File: src/rtl/cfg_word_loader.sv
module cfg_word_loader #(
  parameter int TUNE_W   = 32,
  parameter int CTRL_W   = 8,
  parameter int PHASE_W  = 5,
  parameter int SER_LANE = 7
) (
  input  logic               clk,
  input  logic               rst_n,
  input  logic               wload_in,
  input  logic               fupd_in,
  input  logic [7:0]         data_in,
  output logic [TUNE_W-1:0]  tune_word,
  output logic [PHASE_W-1:0] phase_off,
  output logic               pwr_down,
  output logic               serial_fmt,
  output logic               mult_en
);
  localparam int WORD_W = TUNE_W + CTRL_W;
  localparam int NBYTES = WORD_W / 8;
  localparam int BC_W   = $clog2(NBYTES + 1);
  localparam int SC_W   = $clog2(WORD_W + 1);

  logic [2:0] wl_s, up_s;
  logic [WORD_W-1:0] stage, active;
  logic [BC_W-1:0] byte_cnt;
  logic [SC_W-1:0] bit_cnt;
  logic wl_rise, up_rise;
  logic [CTRL_W-1:0] ctrl;

  always_ff @(posedge clk or negedge rst_n)
    if (!rst_n) begin
      wl_s <= '0;
      up_s <= '0;
    end else begin
      wl_s <= {wl_s[1:0], wload_in};
      up_s <= {up_s[1:0], fupd_in};
    end

  assign wl_rise = wl_s[1] & ~wl_s[2];
  assign up_rise = up_s[1] & ~up_s[2];

  assign ctrl       = active[WORD_W-1:TUNE_W];
  assign tune_word  = active[TUNE_W-1:0];
  assign phase_off  = ctrl[CTRL_W-1 -: PHASE_W];
  assign pwr_down   = ctrl[2];
  assign serial_fmt = ctrl[1];
  assign mult_en    = ctrl[0];

  always_ff @(posedge clk or negedge rst_n)
    if (!rst_n) begin
      stage    <= '0;
      active   <= '0;
      byte_cnt <= '0;
      bit_cnt  <= '0;
    end else if (up_rise) begin
      active   <= stage;
      byte_cnt <= '0;
      bit_cnt  <= '0;
    end else if (wl_rise) begin
      if (serial_fmt) begin
        if (bit_cnt < SC_W'(WORD_W)) begin
          stage   <= {data_in[SER_LANE], stage[WORD_W-1:1]};
          bit_cnt <= bit_cnt + 1'b1;
        end
      end else if (byte_cnt < BC_W'(NBYTES)) begin
        stage[WORD_W-1 - 8*int'(byte_cnt) -: 8] <= data_in;
        byte_cnt <= byte_cnt + 1'b1;
      end
    end


  outputs_hold_chk: assert property (@(posedge clk) disable iff (!rst_n)
    !up_rise |=> $stable(active));

  counters_rewind_chk: assert property (@(posedge clk) disable iff (!rst_n)
    up_rise |=> (byte_cnt == '0 && bit_cnt == '0));

  byte_guard_chk: assert property (@(posedge clk) disable iff (!rst_n)
    (wl_rise && !up_rise && !serial_fmt && byte_cnt == BC_W'(NBYTES)) |=> $stable(stage));

  bit_guard_chk: assert property (@(posedge clk) disable iff (!rst_n)
    (wl_rise && !up_rise && serial_fmt && bit_cnt == SC_W'(WORD_W)) |=> $stable(stage));

  single_edge_chk: assert property (@(posedge clk) disable iff (!rst_n)
    wl_rise |=> !wl_rise);
endmodule

File: config.mk
export PLATFORM = sky130hd
export DESIGN_NAME = cfg_word_loader
export DESIGN_NICKNAME = d
export VERILOG_FILES = /design/src/rtl/cfg_word_loader.sv
export SDC_FILE = /design/constraint.sdc
export NUM_CORES = 1
export LEC_CHECK = 0
export ABC_AREA = 1
export BUFFER_PORTS_ARGS = -buffer_cell sky130_fd_sc_hd__buf_2
export CAP_MARGIN = 20
export CORE_ASPECT_RATIO = 1.5
export CORE_MARGIN = 3
export CORE_UTILIZATION = 45
export DETAILED_ROUTE_END_ITERATION = 12
export PLACE_DENSITY = 0.71
export SYNTH_ARGS = -nofsm -noshare
export SYNTH_HDL_FRONTEND = slang
export SYNTH_SLANG_ARGS = --single-unit
File: constraint.sdc
create_clock -name clk -period 4.1 [get_ports clk]
set_clock_uncertainty 0.1 [all_clocks]
set_input_delay 0.82 -clock clk [delete_from_list [all_inputs] [get_ports clk]]
set_output_delay 0.82 -clock clk [all_outputs]
set_load 0.02 [all_outputs]
==> run metrics <==
leading area contributor after synthesis=dfrtp_1; core box area=9740 sq um; Clock Tree Root=clkbuf_16; register share of total power=0.401; min Tclk post-route=around 2.3 ns; CTS tree=built; WL met1=around 4400 um; share of total power in combinational logic=0.376; clock share of power=0.223; Fin. Hold Viols=0; design area=5190 sq um; CTS clock-pin slew for the worst setup and hold paths=0.06 ns; CTS-repair resized insts=0; asr flop ratio synth=1.00; Fillers=about 940; Power Density=710 nW/um^2; Worst slew margin=0.446; Reg2Reg Depth=10; Yosys top cell area share=0.524; unrepaired setup endpoints after global routing=false; Synth-to-Final Area Change=14.4%; Initial DRT Pass Iterations=6; total number of vias=~3700; layout cells sized above 1=0.162; Post-synth EDFFs=0; critical path class=reg2reg; WHS Path Cells=0; Syn Std Cell Area=approximately 4500 sq um; Psw=~0.0015 W; Pleak=between 3 and 4 nW; main flop type after synthesis=dfrtp_1; clk sinks=95; Pint=0.00216 W; final worst slack=1.82 ns; WP data arrival=between 2 and 2.5 ns; nets=640; Final Setup Violations=0; Max Clock Freq=approximately 440 MHz; commonest non-fill, non-tap cell in the layout=nand2_1; Cell Rows=44; die area=about 11000 sq um; Post-Route WL=roughly 10000 um; Hold Path Class=reg2reg; dpl ws=roughly 1.8 ns; most frequent cells in the layout=305 x nand2_1, 95 x dfrtp_1, 50 x buf_2, 49 x nand3_1, 30 x inv_1; Clock Latency Late Sink=roughly 0.34 ns; register bit count reported by yosys=between 90 and 100; Max Root-Sink Buffers=2; Antenna Nets Post-Route=0; CTS H-tree lvls=3; CTS Hold Bufs=0; area occupied by multi-input gates=roughly 1900 sq um; post-synth net total=around 590; Placed Instances=728; Worst Path Required=approximately 4.2 ns; # IOs=52; Sw Share=0.413; Max VDD drop=0.258 mV; DR iter-0 viols=roughly 200; DP Area=just under 5000 sq um; n_diodes=0; WHS=0.260 ns; initial antenna violation count=0; number of synthesis warnings=0; total track usage=0.189; initial core utilization=0.465; routability cong.=between 0.9 and 1; Slew Viols, Final=0; TritonCTS Buffers=9; CP Launch Type=flip-flop; register area share after synthesis=0.524; Die Wd=approximately 90 um; Port Buffers=just over 50; metal2 WL=4860 um; critical path endpoint category=flip-flop; DR WL met3=approximately 420 um; synthesized instance count=between 500 and 600; first-pass GRT wire length=between 15000 and 20000 um; post-CTS repair timing setup buffer count=0; Vias per Instance=approximately 5; CP max FO=38; DR WL/cell=13.3 um; non-filler cells, final=~750; average size of a mapped cell=roughly 7.9 sq um; Max-Cap Viols=0; Seq. cell area=between 2000 and 2500 sq um; vias in the first global route=~3500; worst-margin pin slew=around 0.83 ns; Final period util=0.557; Synth cell types=28; largest net degree at the start of global routing=about 90; Vert. Die Dim=129 um; GRT overflow=0; DR DRC count=0; TNS Setup=0 ns; hpwl dp=a little under 7000 um; status=completed; top sig layer=met4; Synth area leaders=dfrtp_1 52%, nand2_1 25%, nand3_1 5.4%
cell type report:
cell class              count  share of cell area
flip-flops and latches     95               0.458
multi-input cells         425               0.368
repair buffers             57              0.0622
clock buffers              12              0.0475
well taps                 115              0.0277
inverters                  37              0.0273
clock inverters             4             0.00869
cells by family (layout without fill, tap and decap cells):
family          count (synthesis)  after routing  share of synthesized area
simple gates                  394            394                      0.373
compound gates                 24             24                     0.0312
flops                          95             95                      0.524
fa+ha+maj                       3              3                    0.00828
buf+inv                        57            110                     0.0549
xor+xnor                        4              4                    0.00773
path summary, 6_finish.rpt:
path	from	end	slack [ns]
setup reg to reg	up_s[1]	stage[32]	1.82
hold reg to reg	up_s[0]	up_s[1]	0.26
max in group asynchronous	rst_n	byte_cnt[0]	2.98
min in group asynchronous	rst_n	active[3]	0.30
hold / removal	up_s[0]	up_s[1]	0.26
setup / recovery	up_s[1]	stage[32]	1.82
synthesized netlist by cell type, types with 3 or more instances:
cell type	n
nor2_1	5
nand4_1	11
inv_2	5
inv_1	30
buf_2	5
nand2_2	7
ha_1	3
o21ai_0	12
nor2_4	7
o22ai_1	8
clkbuf_1	9
nand3_1	49
xor2_1	4
dfrtp_1	95
buf_6	3
nor2_2	4
nand2_1	305
through the flow:
stage,util,total power (W)
global placement,0.499,0.00284
CTS,0.529,0.00371
finish,0.532,0.00368
floorplan,-,0.00248
global route,0.532,0.00395
detailed placement,0.499,0.00288
flip-flops by register name, summed over array words and instances, names as in the netlist:
name / cells
byte_cnt: 3
wl_s: 3
active: 40
bit_cnt: 6
stage: 40
up_s: 3
power by group through the flow:
stage	Clock (W)	Combinational [W]	Sequential, W
5_1_grt	0.000877	0.00155	0.00152
4_1_cts	0.000840	0.00139	0.00148
3_5_place_dp	0	0.00139	0.00149
3_3_place_gp	0	0.00137	0.00148
6_report	0.000821	0.00138	0.00148
2_1_floorplan	0	0.000862	0.00162
worst max-delay path, stage by stage (launching register included):
cell	delay, ns
dfrtp_1	0.37
inv_1	0.08
nor2_2	0.03
buf_4	0.24
nor2_1	0.17
nand2_1	0.08
nor2_2	0.52
buf_4	0.34
nand2_4	0.11
nand2_1	0.08
nand2_1	0.05
routing by layer:
| metal | global-route usage | up-vias |
|---|---|---|
| met5 | 0 | - |
| met4 | 0.0894 | 0 |
| met3 | 0.0237 | 19 |
| met2 | 0.306 | 91 |
| met1 | 0.249 | 1708 |
| li1 | - | 1905 |
Note: power is estimated with default switching activity, not from simulation.
